==> src/rtl/xlink_pkg.sv <==
package xlink_pkg;

  localparam int NLINK    = 3;
  localparam int LNK_BASE = 0;
  localparam int LNK_FAST = 1;
  localparam int LNK_SLOW = 2;
  localparam int CLS_W    = 3;

  typedef enum logic [CLS_W-1:0] {
    CLS_ADDR   = 3'd0,
    CLS_NARROW = 3'd1,
    CLS_FULL   = 3'd2,
    CLS_RDYOP  = 3'd3,
    CLS_STORE  = 3'd4
  } xfer_class_e;

  // Preferred link for a class code
  function automatic logic [1:0] pref_link(input logic [CLS_W-1:0] cls);
    logic [1:0] r;
    case (cls)
      CLS_ADDR, CLS_NARROW: r = 2'(LNK_FAST);
      CLS_RDYOP, CLS_STORE: r = 2'(LNK_SLOW);
      default:              r = 2'(LNK_BASE);
    endcase
    return r;
  endfunction

endpackage

==> src/rtl/xlink_grant.sv <==
module xlink_grant
  import xlink_pkg::*;
#(
  parameter int NREQ = 2,
  parameter int PW   = (NREQ > 1) ? $clog2(NREQ) : 1
) (
  input  logic                  clk,
  input  logic                  rst_n,
  input  logic [NREQ-1:0]       req_valid,
  input  logic [NREQ*CLS_W-1:0] req_class,
  output logic [NREQ-1:0]       req_ready,
  output logic [NLINK-1:0]      link_go,
  output logic [NLINK*PW-1:0]   link_src
);

  logic [NLINK-1:0] taken;
  logic [1:0]       want;

  // Ports claim links in index order; preferred link first, then baseline
  always_comb begin
    taken     = '0;
    req_ready = '0;
    link_src  = '0;
    want      = '0;
    for (int p = 0; p < NREQ; p++) begin
      want = pref_link(req_class[p*CLS_W +: CLS_W]);
      if (req_valid[p]) begin
        if (!taken[want]) begin
          taken[want]               = 1'b1;
          link_src[want*PW +: PW]   = PW'(p);
          req_ready[p]              = 1'b1;
        end else if (!taken[LNK_BASE]) begin
          taken[LNK_BASE]             = 1'b1;
          link_src[LNK_BASE*PW +: PW] = PW'(p);
          req_ready[p]                = 1'b1;
        end
      end
    end
  end

  assign link_go = taken;

  // the top-priority port never waits
  a_r5_port0_served: assert property (@(posedge clk) disable iff (!rst_n)
    req_valid[0] |-> req_ready[0]);

  // a valid port is refused only when the baseline link is claimed
  for (genvar p = 1; p < NREQ; p++) begin : g_stall_chk
    a_r6_stall_base_taken: assert property (@(posedge clk) disable iff (!rst_n)
      (req_valid[p] && !req_ready[p]) |-> link_go[LNK_BASE]);
  end

endmodule

==> src/rtl/xlink_pipe.sv <==
module xlink_pipe #(
  parameter int W     = 8,
  parameter int DEPTH = 4,
  parameter int LW    = $clog2(DEPTH + 1)
) (
  input  logic          clk,
  input  logic          rst_n,
  input  logic [LW-1:0] lat,
  input  logic          in_v,
  input  logic [W-1:0]  in_d,
  output logic          out_v,
  output logic [W-1:0]  out_d
);

  logic [DEPTH-1:0] v_q, v_d, d_en;
  logic [W-1:0]     d_q [DEPTH];
  logic [W-1:0]     d_d [DEPTH];
  logic [LW-1:0]    slot;

  // Entry stage so that the last stage is reached after lat cycles
  assign slot = LW'(DEPTH) - lat;

  always_comb begin
    v_d[0]  = 1'b0;
    d_d[0]  = in_d;
    d_en[0] = 1'b0;
    if (in_v && slot == '0) begin
      v_d[0]  = 1'b1;
      d_en[0] = 1'b1;
    end
    for (int k = 1; k < DEPTH; k++) begin
      v_d[k]  = v_q[k-1];
      d_d[k]  = d_q[k-1];
      d_en[k] = v_q[k-1];
      if (in_v && slot == LW'(k)) begin
        v_d[k]  = 1'b1;
        d_d[k]  = in_d;
        d_en[k] = 1'b1;
      end
    end
  end

  always_ff @(posedge clk or negedge rst_n) begin
    if (!rst_n) v_q <= '0;
    else        v_q <= v_d;
  end

  for (genvar k = 0; k < DEPTH; k++) begin : g_stage
    always_ff @(posedge clk) begin
      if (d_en[k]) d_q[k] <= d_d[k];
    end
  end

  assign out_v = v_q[DEPTH-1];
  assign out_d = d_q[DEPTH-1];

  // a single-cycle link presents its transfer on the next cycle
  a_r3_unit_latency: assert property (@(posedge clk) disable iff (!rst_n)
    (in_v && lat == LW'(1)) |=> out_v);

endmodule

==> src/rtl/xlink_steer.sv <==
module xlink_steer
  import xlink_pkg::*;
#(
  parameter int NREQ        = 2,
  parameter int TAG_W       = 6,
  parameter int DATA_W      = 64,
  parameter int FAST_W      = 18,
  parameter int CYC_W       = 12,
  parameter int LAT_XB_BASE = 2,
  parameter int LAT_XB_FAST = 1,
  parameter int LAT_XB_SLOW = 3,
  parameter int LAT_RG_BASE = 4,
  parameter int LAT_RG_FAST = 2,
  parameter int LAT_RG_SLOW = 6
) (
  input  logic                     clk,
  input  logic                     rst_n,
  input  logic                     ring_mode,
  input  logic [NREQ-1:0]          req_valid,
  input  logic [NREQ*CLS_W-1:0]    req_class,
  input  logic [NREQ*TAG_W-1:0]    req_tag,
  input  logic [NREQ*DATA_W-1:0]   req_data,
  output logic [NREQ-1:0]          req_ready,
  output logic [NLINK-1:0]         out_valid,
  output logic [NLINK*CLS_W-1:0]   out_class,
  output logic [NLINK*TAG_W-1:0]   out_tag,
  output logic [NLINK*DATA_W-1:0]  out_data,
  output logic [NLINK*CYC_W-1:0]   out_sent
);

  localparam int PW = (NREQ > 1) ? $clog2(NREQ) : 1;
  localparam int XW = CLS_W + TAG_W + DATA_W + CYC_W;

  // Latency-set capture and cycle counter
  logic             lock_q, ring_q, ring_d, cfg_en, ring_use;
  logic [CYC_W-1:0] cyc_q, cyc_d;

  assign cfg_en = !lock_q;
  assign ring_d = ring_mode;
  assign cyc_d  = cyc_q + 1'b1;

  always_ff @(posedge clk or negedge rst_n) begin
    if (!rst_n) begin
      lock_q <= 1'b0;
      ring_q <= 1'b0;
      cyc_q  <= '0;
    end else begin
      cyc_q <= cyc_d;
      if (cfg_en) begin
        ring_q <= ring_d;
        lock_q <= 1'b1;
      end
    end
  end

  assign ring_use = lock_q ? ring_q : ring_mode;

  // once captured, the latency set does not move
  a_r4_cfg_hold: assert property (@(posedge clk) disable iff (!rst_n)
    lock_q |=> $stable(ring_q));

  logic [NLINK-1:0]    link_go;
  logic [NLINK*PW-1:0] link_src;

  xlink_grant #(.NREQ(NREQ), .PW(PW)) u_grant (
    .clk       (clk),
    .rst_n     (rst_n),
    .req_valid (req_valid),
    .req_class (req_class),
    .req_ready (req_ready),
    .link_go   (link_go),
    .link_src  (link_src)
  );

  for (genvar l = 0; l < NLINK; l++) begin : g_link
    localparam int LXB = (l == LNK_BASE) ? LAT_XB_BASE :
                         (l == LNK_FAST) ? LAT_XB_FAST : LAT_XB_SLOW;
    localparam int LRG = (l == LNK_BASE) ? LAT_RG_BASE :
                         (l == LNK_FAST) ? LAT_RG_FAST : LAT_RG_SLOW;
    localparam int DEP = (LXB > LRG) ? LXB : LRG;
    localparam int LW  = $clog2(DEP + 1);

    logic [PW-1:0]     src;
    logic [CLS_W-1:0]  cls;
    logic [TAG_W-1:0]  tag;
    logic [DATA_W-1:0] dat;
    logic [LW-1:0]     lat;
    logic [XW-1:0]     in_w, out_w;
    logic              ov;

    assign src = link_src[l*PW +: PW];
    assign cls = req_class[src*CLS_W +: CLS_W];
    assign tag = req_tag[src*TAG_W +: TAG_W];
    assign lat = ring_use ? LW'(LRG) : LW'(LXB);

    if (l == LNK_FAST) begin : g_narrow
      assign dat = {{(DATA_W-FAST_W){1'b0}}, req_data[src*DATA_W +: FAST_W]};
      // nothing above the narrow field leaves the fast link
      a_r7_fast_upper_zero: assert property (@(posedge clk) disable iff (!rst_n)
        ov |-> (out_w[CYC_W+FAST_W +: DATA_W-FAST_W] == '0));
    end else begin : g_wide
      assign dat = req_data[src*DATA_W +: DATA_W];
    end

    assign in_w = {cls, tag, dat, cyc_q};

    xlink_pipe #(.W(XW), .DEPTH(DEP), .LW(LW)) u_pipe (
      .clk   (clk),
      .rst_n (rst_n),
      .lat   (lat),
      .in_v  (link_go[l]),
      .in_d  (in_w),
      .out_v (ov),
      .out_d (out_w)
    );

    assign out_valid[l]                 = ov;
    assign out_class[l*CLS_W +: CLS_W]  = out_w[XW-1 -: CLS_W];
    assign out_tag[l*TAG_W +: TAG_W]    = out_w[XW-CLS_W-1 -: TAG_W];
    assign out_data[l*DATA_W +: DATA_W] = out_w[CYC_W +: DATA_W];
    assign out_sent[l*CYC_W +: CYC_W]   = out_w[0 +: CYC_W];
  end

endmodule

==> config.mk <==
export PLATFORM = sky130hd
export DESIGN_NAME = xlink_steer
export DESIGN_NICKNAME = d
export VERILOG_FILES = /design/src/rtl/xlink_pkg.sv /design/src/rtl/xlink_grant.sv /design/src/rtl/xlink_pipe.sv /design/src/rtl/xlink_steer.sv
export SDC_FILE = /design/constraint.sdc
export NUM_CORES = 1
export LEC_CHECK = 0
export ABC_CLOCK_PERIOD_IN_PS = 11000
export BUFFER_PORTS_ARGS = -buffer_cell sky130_fd_sc_hd__buf_2
export CELL_PAD_IN_SITES_DETAIL_PLACEMENT = 0
export CELL_PAD_IN_SITES_GLOBAL_PLACEMENT = 1
export CORE_UTILIZATION = 54
export CTS_CLUSTER_DIAMETER = 150
export DETAILED_ROUTE_END_ITERATION = 10
export PLACE_DENSITY = 0.89
export RECOVER_POWER = 100
export SYNTH_ARGS = -nofsm -noshare
export SYNTH_HDL_FRONTEND = slang
export SYNTH_SLANG_ARGS = --single-unit
==> constraint.sdc <==
create_clock -name clk -period 11 [get_ports clk]
set_input_delay 0.55 -clock clk [delete_from_list [all_inputs] [get_ports clk]]
set_output_delay 0.55 -clock clk [all_outputs]
set_load 0.03 [all_outputs]
Yosys cells after proc, flatten, opt, wreduce, memory -nomap -nowiden
Memory sizes are Yosys's and may differ from the RTL's.
Cells that the tools add are included.
- add/subtract/negate cells: 6
- multipliers: 6
- order comparisons: 4
- eq/ne operators: 15
- shift operators: 13
- mux-type cells: 77
- bitwise operators: 2
- reduce and logical (&&, ||, !) cells: 23
- operator list (kind ; count):
    85-bit two-way mux ; 9
    128-bit by 8-bit indexed part select with 64-bit output ; 2
    128-bit by 8-bit indexed part select with 18-bit output ; 1
    2-bit negation with 34-bit output ; 2
    1-bit by 34-bit variable shift with 3-bit output, first input constant ; 2
    1-bit by 34-bit indexed part select with 3-bit output, first input constant ; 2
    1-bit two-way mux ; 50
    12-bit by 5-bit indexed part select with 6-bit output ; 3
    3-bit by 2-bit == test with 1-bit output, second input constant ; 6
    1-bit by 2-bit multiplier with 3-bit output, second input constant ; 6
    3-bit two-way mux ; 6
    6-bit by 4-bit indexed part select with 3-bit output ; 3
    1-bit logical AND ; 14
    12-bit by 1-bit adder with 12-bit output, second input constant ; 1
    3-bit by 1-bit == test with 1-bit output, second input constant ; 4
    3-bit == test, second input constant ; 4
    3-bit logical NOT ; 4
    2-bit two-way mux ; 5
    2-bit case mux with 2 select lines ; 2
    2-bit OR reduction ; 4
    2-bit by 3-bit < comparator with 1-bit output, second input constant ; 2
    3-bit subtractor, first input constant ; 2
    1-bit binary-select mux with 2-bit select ; 2
    1-bit demux with 2-bit select ; 2
    other kinds (7) ; 8
- register bits after elaboration: 26
- memory bits (writable): 1020
- input port bits: 151
- output and inout port bits: 260
- logic and storage cells: 155
- memories kept: 3
- memory list (name ; depth ; width ; rd ports ; clocked after Yosys merged registers in ; wr ports ; RTL line ; RTL):
    g_link[2].u_pipe.d_q ; 6 ; 85 ; 6 ; 0 ; 6 ; xlink_pipe.sv:16 ; logic [W-1:0] d_q [DEPTH];
    g_link[0].u_pipe.d_q ; 4 ; 85 ; 4 ; 0 ; 4 ; xlink_pipe.sv:16 ;
    g_link[1].u_pipe.d_q ; 2 ; 85 ; 2 ; 0 ; 2 ; xlink_pipe.sv:16 ;

Longest topological paths before layout
Gate-level depths: netlist (run 1).
- word-level depth: 17
- depth in mapped cells: 10
- depth with buffers taken out: 5

Cells and area by module
From an unflattened synthesis (run 1), not the netlist that was laid out.
- cells, all modules: 2260
- area, all modules: 44288.7 µm²
- by module, submodules not included (module ; times used ; cells each ; area each (µm²) ; seq. area each (µm²)):
    xlink_pipe at g_link[2].u_pipe ; 1 ; 1000 ; 20703.6 ; 15464.8
    xlink_pipe at g_link[0].u_pipe ; 1 ; 636 ; 13768.2 ; 10309.9
    xlink_pipe at g_link[1].u_pipe ; 1 ; 355 ; 7006.7 ; 5154.9
    xlink_steer ; 1 ; 242 ; 2631.3 ; 350.3
    xlink_grant ; 1 ; 27 ; 178.9 ; 0.0

Worst setup path before layout (run 1)
Ideal clock, no wire load.
- path kind: input port to flip-flop
- start: in req_class[1]
- end: reg g_link[0].u_pipe.v_q[0]
- library setup time: 0.561 ns
- data arrival time: 5.469 ns
- required time: 10.439 ns
- path slack: 4.971 ns
- stages: 5
- buffers on the path: 1
- path through: buf_2 nand4bb_1 a22oi_2 nor2_2 a21oi_1
- longest elaborated chain between the ends: 15
- elaborated cells on any way between the ends: 24
- classes of those cells: order compare: 2; eq/ne: 3; mux: 13; bitwise: 1; reduce/logical: 5
- ends and longest elaborated chain (element ; RTL line ; RTL):
    from (decl) ; xlink_steer.sv:20 ; input logic [NREQ*CLS_W-1:0] req_class,
    3-bit by 2-bit == test with 1-bit output (tied with other cells) ; xlink_pkg.sv:20 ; case (cls)
    2-bit OR reduction ; xlink_pkg.sv:20 ;
    2-bit case mux with 2 select lines (*) ; xlink_pkg.sv:20 ;
    2-bit by 3-bit < comparator with 1-bit output (implied by the code) / 2-bit by 1-bit >= comparator with 1-bit output (equally long branches) ; xlink_grant.sv:29 ; taken[want] = 1'b1;
    1-bit logical AND (implied by the code) ; xlink_grant.sv:29 ;
    1-bit two-way mux (implied by the code) ; xlink_grant.sv:29 ;
    1-bit demux with 2-bit select ; n/a ;
    1-bit two-way mux / 2-bit two-way mux (equally long branches) ; xlink_grant.sv:28 ; if (!taken[want]) begin
    3-bit two-way mux (*) ; xlink_grant.sv:27 ; if (req_valid[p]) begin
    1-bit binary-select mux with 2-bit select ; xlink_grant.sv:28 ;
    1-bit two-way mux (implied by the code) ; xlink_grant.sv:28 ;
    1-bit two-way mux ; xlink_grant.sv:28 ;
    3-bit two-way mux (*) ; xlink_grant.sv:27 ;
    1-bit logical AND (*) ; xlink_pipe.sv:27 ; if (in_v && slot == '0) begin
    1-bit two-way mux (*) ; n/a ;
    via g_link[0].u_pipe.d_en[0] ; xlink_pipe.sv:15 ; logic [DEPTH-1:0] v_q, v_d, d_en;
    to (signal assigned) ; xlink_pipe.sv:45 ; else v_q <= v_d;
    to (decl) ; xlink_pipe.sv:15 ;
The timed path passes the listed nets; every way through them passes the cells marked *. The select of a mux whose other input is x is not followed.

==> flow_metrics.tcl, run 1 <==
set metrics [dict create \
    tritoncts.num_buffers 92 \
    power.share.combinational_pct 8.4 \
    route.detailed.vias_per_inst 5.74 \
    setup_viol 0 \
    syn_avg_cell_area_sq_um 20.6 \
    drive_gt1_share_pct 19.8 \
    hold_end "g_link[0].u_pipe.d_q[0][32]" \
    internal_power_w 0.00638 \
    final-hold-violation-count 0 \
    power_frac_clock_pct 37.7 \
    groute.layer.met1.usage_pct 32.6 \
    synth_warnings 0 \
    antenna_violations_before_repair 6 \
    seq_power_share_pct 53.9 \
    worst_skew_pair.late_latency_ps 640 \
    path_max_fanout 57 \
    place_congestion 0.805 \
    yosys_most_used_dff "sky130_fd_sc_hd__edfxtp_1" \
    nNetsFinal 2230 \
    global_route.usage.met3_pct 4.27 \
    clk_path_buf_depth 3 \
    switching_power_w 0.00196 \
    grt_max_degree 77 \
    worst-r2r-cell-count 5 \
    tightestPinTransition_ps 5010 \
    layout-area-overhead-vs-synth_pct 12.3 \
    post-cts-setup-buffers 0 \
    max_freq_mhz 137 \
    final_max_slew_viol_count 1129 \
    routed_wirelength_um 78200 \
    max_cap_viol_count 25 \
    synth_enable_flop_cells 928 \
    worst_hold_path_type "input port to flop" \
    initial_core_util_pct 54.7 \
    cp_arrival_ps 7630 \
    worst_hold_startpoint "req_data[84]" \
    first_iter_violations 1743 \
    hpwlAfterDp_um 46300 \
    unique_masters_post_synth 44 \
    fin_util_pct 61.4 \
    synth_top_area_share_pct 79.0 \
    io_buffer_count 364 \
    setup_total_negative_slack_ps 0 \
    clock_sink_count 954 \
    outcome "finished with violations" \
    reg2reg_capture_point "g_link[2].u_pipe.d_q[3][33]" \
    max-vdd-ir-drop_uv 138 \
    timing.critical_path.required_ps 11360 \
    path_clk_slew_ps 60 \
    grt.busiest_layer "met2" \
    tritoncts "built" \
    cts.repair.resized 0 \
    synthDominantAreaCellType "sky130_fd_sc_hd__edfxtp_1" \
    critPathCaptureType "flop" \
    critical_path.startpoint_type "flop" \
    grt_first_pass_wirelength_um 114000 \
    drc 0 \
    ys_seq_elements 954 \
    power-per-cell-area_nw_per_um2 210 \
    timing.max_slew.rel_slack_pct -234 \
    grt_pass1_vias 17500 \
    grt_use_total_pct 23.5 \
    power.share.switching_pct 23.5 \
    syn-cell-area_sq_um 35300 \
    min_path_cells 2 \
    timing.final.crit_share_pct 66.1 \
    core_sq_um 64500 \
    fin_crit_ps 7270 \
    critical_path.reg2reg.startpoint "lock_q" \
    cellLeakagePower_nw 13.3 \
    die_outline_area_sq_um 66400 \
    unrepaired_setup_endpoints_after_global_routing "no" \
    use_met2_pct 38.1 \
    floorplan.die.width_um 258 \
    failed_checks "max-capacitance violations, max-slew violations" \
    die_y_um 258 \
    fp-row-count 93 \
    first_pass_iters 5 \
    post_synth_main_area_contributors "sky130_fd_sc_hd__edfxtp_1 (79%), sky130_fd_sc_hd__mux2_2 (4.6%), sky130_fd_sc_hd__mux2_4 (3.1%), sky130_fd_sc_hd__buf_4 (2.1%), sky130_fd_sc_hd__dfrtp_1 (1.8%)" \
    antenna_violating_nets_post_route 0 \
    ys_async_sr_fraction_pct 2.73 \
    ios 411 \
    vias 17300 \
    ys_seq_area_share_pct 80.8 \
    cts-root-buf "sky130_fd_sc_hd__clkbuf_16" \
    timing.reg2reg.setup_slack_ps 3730 \
    crit_type "flop to flop" \
    post_synth_inst_count 1713 \
    htree_levels 3 \
    route.detailed.wl_per_inst_um 25.9 \
    grt_overflow 0 \
    timing.clock.skew_ps 23.5 \
]
==> synthesized netlist by cell type (all sizes together), types with 2 or more instances <==
library cell / n
dfrtp: 26
o21ai: 3
o22ai: 98
nand4b: 2
mux2: 266
a2bb2oi: 73
and3: 2
nand2: 43
edfxtp: 928
nor2: 37
clkbuf: 22
nand3: 5
a21oi: 29
inv: 5
mux2i: 3
nor2b: 3
xnor2: 7
xor2: 3
buf: 142
nand4bb: 2
nor3b: 2
or2: 2
conb: 2
==> power by group through the flow <==
| stage | sequential [W] | combinational, W | clock, W |
|---|---|---|---|
| 6_report | 0.00450 | 0.000698 | 0.00314 |
| 3_5_place_dp | 0.00455 | 0.000755 | 0 |
| 2_1_floorplan | 0.00468 | 0.000358 | 0 |
| 5_1_grt | 0.00452 | 0.000736 | 0.00333 |
| 3_3_place_gp | 0.00454 | 0.000739 | 0 |
| 4_1_cts | 0.00448 | 0.000762 | 0.00319 |
==> layout by cell type (no fill, tap or decap), types with 2 or more instances in the layout <==
cell                         instances
sky130_fd_sc_hd__clkinv_2           18
sky130_fd_sc_hd__edfxtp_1          928
sky130_fd_sc_hd__inv_1               5
sky130_fd_sc_hd__nand3_1             5
sky130_fd_sc_hd__clkbuf_16          95
sky130_fd_sc_hd__mux2_4              3
sky130_fd_sc_hd__mux2_1            137
sky130_fd_sc_hd__mux2i_1             2
sky130_fd_sc_hd__nor3b_1             2
sky130_fd_sc_hd__nand4b_1            2
sky130_fd_sc_hd__a21oi_1            28
sky130_fd_sc_hd__inv_6               4
sky130_fd_sc_hd__a2bb2oi_1          72
sky130_fd_sc_hd__o21ai_0             2
sky130_fd_sc_hd__mux2_2            126
sky130_fd_sc_hd__nor2_1             35
sky130_fd_sc_hd__bufinv_16          10
sky130_fd_sc_hd__o22ai_1            98
sky130_fd_sc_hd__clkbuf_1          254
sky130_fd_sc_hd__nor2b_1             3
sky130_fd_sc_hd__clkinvlp_4          4
sky130_fd_sc_hd__nand2_1            42
sky130_fd_sc_hd__buf_2             146
sky130_fd_sc_hd__diode_2             7
sky130_fd_sc_hd__xnor2_1             7
sky130_fd_sc_hd__buf_4               6
sky130_fd_sc_hd__conb_1             47
sky130_fd_sc_hd__clkinv_1           20
sky130_fd_sc_hd__xor2_1              3
sky130_fd_sc_hd__dfrtp_1            26
sky130_fd_sc_hd__and3_1              2
==> how the worst max path moves through the flow <==
stage,start,end,depth (start not counted)
floorplan,req_class[1],g_link[0].u_pipe.v_q[0],5
global placement,ring_mode,g_link[0].u_pipe.d_q[2][62],7
detailed placement,ring_mode,g_link[0].u_pipe.d_q[2][75],7
CTS,lock_q,g_link[0].u_pipe.d_q[2][79],6
global route,lock_q,g_link[2].u_pipe.d_q[3][33],5
finish,lock_q,g_link[2].u_pipe.d_q[3][33],5
==> timing repair <==
action / in CTS / in global routing
hold endpoints to repair: 26 / 0
hold buffers: 1 / 0
endpoints found under the setup margin: 0 / 0
==> state kept, by name (all words and copies together) (netlist names) <==
register	cells
g_link.u_pipe.d_q	928
g_link.u_pipe.v_q	12
ring_q	1
lock_q	1
cyc_q	12
==> logic make-up after synthesis <==
kind of cell	after synthesis	share of synthesized area, %
xor+xnor	10	0.248
flops	954	80.8
mux	269	9.36
compound gates	207	4.84
fa+ha+maj	1	0.0355
buf+inv	169	3.28
other cells	2	0.0213
simple gates	101	1.37
==> stage by stage <==
step | instance area, sq um | hold slack (ps) | total power [W] | cells | setup WS (ps)
2_1_floorplan | 35400 | 254 | 0.00503 | 1758 | 4970
3_3_place_gp | 37500 | 400 | 0.00528 | 2838 | 6460
3_5_place_dp | 37500 | 405 | 0.00531 | 2838 | 6320
4_1_cts | 40500 | 200 | 0.00844 | 3010 | 6460
5_1_grt | 39600 | 218 | 0.00858 | 3012 | 3420
6_report | 39600 | 233 | 0.00833 | 3017 | 3730
==> critical path, stage by stage, from the launching register on <==
cell and delay [ps]:
sky130_fd_sc_hd__dfrtp_1 380, sky130_fd_sc_hd__mux2i_4 230, sky130_fd_sc_hd__clkbuf_1 2070, sky130_fd_sc_hd__o21a_4 620, sky130_fd_sc_hd__clkbuf_1 3090, sky130_fd_sc_hd__mux2_2 530
==> cell type report <==
| cell class | instances | area, sq um |
|---|---|---|
| clock buffers | 113 | 2450 |
| multi-input cells | 635 | 5290 |
| inverters | 5 | 18.8 |
| repair buffers | 390 | 1680 |
| clock inverters | 58 | 559 |
| flip-flops and latches | 954 | 28500 |
| fillers | 4644 | 24900 |
| diodes | 7 | 17.5 |
| well taps | 855 | 1070 |
==> per-layer routing <==
| metal | share of wire (%) | wire length [um] | vias up |
|---|---|---|---|
| li1 | - | - | 7427 |
| met1 | 41 | 32000 | 8941 |
| met2 | 49 | 38400 | 848 |
| met3 | 7.9 | 6220 | 106 |
| met4 | 2.0 | 1550 | 4 |
| met5 | 0.035 | 27 | - |
Note: power is estimated with default switching activity, not from simulation.
==> run 2: changes to the inputs <==
--- a/config.mk
+++ b/config.mk
@@ -5,14 +5,15 @@
 export SDC_FILE = /design/constraint.sdc
 export NUM_CORES = 1
 export LEC_CHECK = 0
-export ABC_CLOCK_PERIOD_IN_PS = 11000
+export ABC_AREA = 1
+export ABC_CLOCK_PERIOD_IN_PS = 6970
 export BUFFER_PORTS_ARGS = -buffer_cell sky130_fd_sc_hd__buf_2
 export CELL_PAD_IN_SITES_DETAIL_PLACEMENT = 0
 export CELL_PAD_IN_SITES_GLOBAL_PLACEMENT = 1
-export CORE_UTILIZATION = 54
+export CORE_UTILIZATION = 48
 export CTS_CLUSTER_DIAMETER = 150
 export DETAILED_ROUTE_END_ITERATION = 10
-export PLACE_DENSITY = 0.89
+export PLACE_DENSITY = 0.84
 export RECOVER_POWER = 100
 export SYNTH_ARGS = -nofsm -noshare
 export SYNTH_HDL_FRONTEND = slang
==> constraint.sdc (replaced) <==
create_clock -name clk -period 6.97 [get_ports clk]
set_input_delay 0.3485 -clock clk [delete_from_list [all_inputs] [get_ports clk]]
set_output_delay 0.3485 -clock clk [all_outputs]
set_load 0.03 [all_outputs]
==> run 2 against run 1 <==
The flow still finishes with violations (max-capacitance violations, max-slew violations). Register-to-register slack worse by 2000 ps. Clock power grew 57%. Via count up 14%. Count of clock-buffer cells in the layout is 3 lower. Design area grew 0.91%. Sequential cell count unchanged. Largest power group unchanged. Highest routed layer unchanged.
==> flow_metrics.tcl, run 2 <==
set metrics [dict create \
    antenna_violating_nets_post_route 0 \
    core_sq_um 72000 \
    htree_levels 3 \
    grt_use_total_pct 22.7 \
    max_freq_mhz 189 \
    syn_avg_cell_area_sq_um 14.8 \
    critPathCaptureType "flop" \
    grt_overflow 0 \
    synth_top_area_share_pct 79.4 \
    clk_path_buf_depth 3 \
    antenna_violations_before_repair 18 \
    most_frequent_cells_after_synthesis "sky130_fd_sc_hd__edfxtp_1 (928), sky130_fd_sc_hd__nand2_1 (659), sky130_fd_sc_hd__inv_1 (166)" \
    ys_seq_elements 954 \
    initial_core_util_pct 48.8 \
    power-per-cell-area_nw_per_um2 335 \
    vias 19800 \
    place_congestion 0.889 \
    worst_hold_startpoint "req_class[2]" \
    yosys_most_used_dff "sky130_fd_sc_hd__edfxtp_1" \
    outcome "finished with violations" \
    critical_path.startpoint_type "input port" \
    fin_worst_hold_slack_ps 63.4 \
    setup_total_negative_slack_ps 0 \
    path_max_fanout 84 \
    synthDominantAreaCellType "sky130_fd_sc_hd__edfxtp_1" \
    yosys.cell_count.top_type "sky130_fd_sc_hd__edfxtp_1" \
    fp-row-count 98 \
    setup_viol 0 \
    most-common-layout-cells "sky130_fd_sc_hd__edfxtp_1 (928), sky130_fd_sc_hd__nand2_1 (658), sky130_fd_sc_hd__clkbuf_1 (238), sky130_fd_sc_hd__inv_1 (166), sky130_fd_sc_hd__buf_2 (147)" \
    floorplan.die.width_um 272 \
    synth_enable_flop_cells 928 \
    ios 411 \
    reg2reg_capture_point "g_link[0].u_pipe.d_q[3][47]" \
    nNetsFinal 2864 \
    timing.reg2reg.setup_slack_ps 1720 \
    top_regs "g_link.u_pipe.d_q (928), cyc_q (12), g_link.u_pipe.v_q (12)" \
    drive_gt1_share_pct 10.9 \
    grt_max_degree 97 \
    mostFrequentLayoutCell "sky130_fd_sc_hd__edfxtp_1" \
    clock_sink_count 954 \
    first_pass_iters 6 \
    preCtsSetupSlack_ps 3030 \
    cts.repair.resized 0 \
    grt_first_pass_wirelength_um 124000 \
    timing.critical_path.required_ps 7480 \
    worst_skew_pair.late_latency_ps 650 \
    tightestPinTransition_ps 5400 \
    cts_hold_buffers 1 \
    syn-cell-area_sq_um 35100 \
    largest_reg_flops 928 \
    timing.clock.skew_ps 32.2 \
    unique_masters_post_synth 29 \
    first_iter_violations 2195 \
    synth_warnings 0 \
    route.detailed.vias_per_inst 5.30 \
    cts-root-buf "sky130_fd_sc_hd__clkbuf_16" \
    tritoncts "built" \
    final_cell_area_sq_um 40000 \
    layout-area-overhead-vs-synth_pct 13.8 \
    min_path_cells 2 \
    worst_hold_path_type "input port to flop" \
    max_cap_viol_count 22 \
    ys_async_sr_fraction_pct 2.73 \
    setup.worst_path.start "req_valid[1]" \
    timing.max_slew.rel_slack_pct -260 \
    post_synth_inst_count 2374 \
    cp_arrival_ps 5790 \
    worst-r2r-cell-count 1 \
    path_clk_slew_ps 60 \
    final.setup.worst_slack_ps 1690 \
    post-cts-setup-buffers 0 \
    io_buffer_count 364 \
    final-hold-violation-count 0 \
    hpwlAfterDp_um 54600 \
    critical_path.reg2reg.startpoint "g_link[0].u_pipe.v_q[2]" \
    routed_wirelength_um 85500 \
    dpl_cell_area_sq_um 37400 \
    max-vdd-ir-drop_uv 173 \
    final_max_slew_viol_count 1136 \
    crit_type "input port to flop" \
    failed_checks "max-capacitance violations, max-slew violations" \
    max_flop_register "g_link.u_pipe.d_q" \
    grt_pass1_vias 19200 \
    die_outline_area_sq_um 74200 \
    die_y_um 272 \
    cp-endpoint "g_link[2].u_pipe.d_q[3][34]" \
    ys_seq_area_share_pct 81.2 \
    fin_crit_ps 5280 \
    tritoncts.num_buffers 91 \
    post_synth_main_area_contributors "sky130_fd_sc_hd__edfxtp_1 (79%), sky130_fd_sc_hd__nand2_1 (7.0%), sky130_fd_sc_hd__buf_4 (2.4%), sky130_fd_sc_hd__dfrtp_1 (1.9%), sky130_fd_sc_hd__inv_1 (1.8%)" \
    cellLeakagePower_nw 15.1 \
    fin_util_pct 55.5 \
    timing.final.crit_share_pct 75.8 \
    drc 0 \
    route.detailed.wl_per_inst_um 22.9 \
    unrepaired_setup_endpoints_after_global_routing "no" \
]
## run 2: worst min path at each step
stage                                        endpoint
after CTS                 g_link[2].u_pipe.d_q[0][84]
after global placement    g_link[2].u_pipe.d_q[2][30]
after floorplan                              cyc_q[0]
final                     g_link[2].u_pipe.d_q[0][84]
after global routing      g_link[2].u_pipe.d_q[0][84]
after detailed placement  g_link[0].u_pipe.d_q[1][38]
## run 2: per-stage QoR
stage	power, W	instances
floorplan	0.00807	2419
global placement	0.00855	3568
detailed placement	0.00859	3568
CTS	0.0135	3735
global route	0.0138	3735
finish	0.0134	3739
## run 2: critical path, cell delays in order
cell                       delay, ps
sky130_fd_sc_hd__clkbuf_1        160
sky130_fd_sc_hd__buf_4           830
sky130_fd_sc_hd__nand3_1        1860
sky130_fd_sc_hd__clkbuf_2       1290
sky130_fd_sc_hd__o21ai_0        1030
sky130_fd_sc_hd__nand2_1         100
sky130_fd_sc_hd__nand2_1          90
## run 2: where the power goes
part,switching (W),internal (W),leakage [nW]
sequential,0.000215,0.00701,9.10
combinational,0.00100,0.000222,4.58
clock,0.00207,0.00285,1.45
## run 2: kinds of logic (layout without fill, tap and decap cells)
family | count (synthesis) | in the layout | share of synthesized area [%]
compound gates | 139 | 139 | 2.00
xor+xnor | 10 | 10 | 0.249
fa+ha+maj | 1 | 1 | 0.0356
buf+inv | 355 | 721 | 5.16
flops | 954 | 954 | 81.2
other cells | 2 | 51 | 0.0214
simple gates | 913 | 913 | 11.3
## run 2: metal layers
metal  routed length (um)  vias up  global-route usage (%)
li1                     -     8843                       -
met1                35600     9764                    32.6
met2                39200     1021                    34.5
met3                 7900      165                    4.93
met5                  167        -                       0
met4                 2640       26                    7.95
## run 2: final cells by class
class / instances / area (sq um)
Tap cell: 950 / 1190
Fill cell: 5782 / 32000
Clock buffer: 110 / 2430
Inverter: 172 / 647
Clock inverter: 56 / 553
Timing Repair Buffer: 383 / 1660
Sequential cell: 954 / 28500
Antenna cell: 4 / 10.0
Multi-Input combinational cell: 1110 / 4960
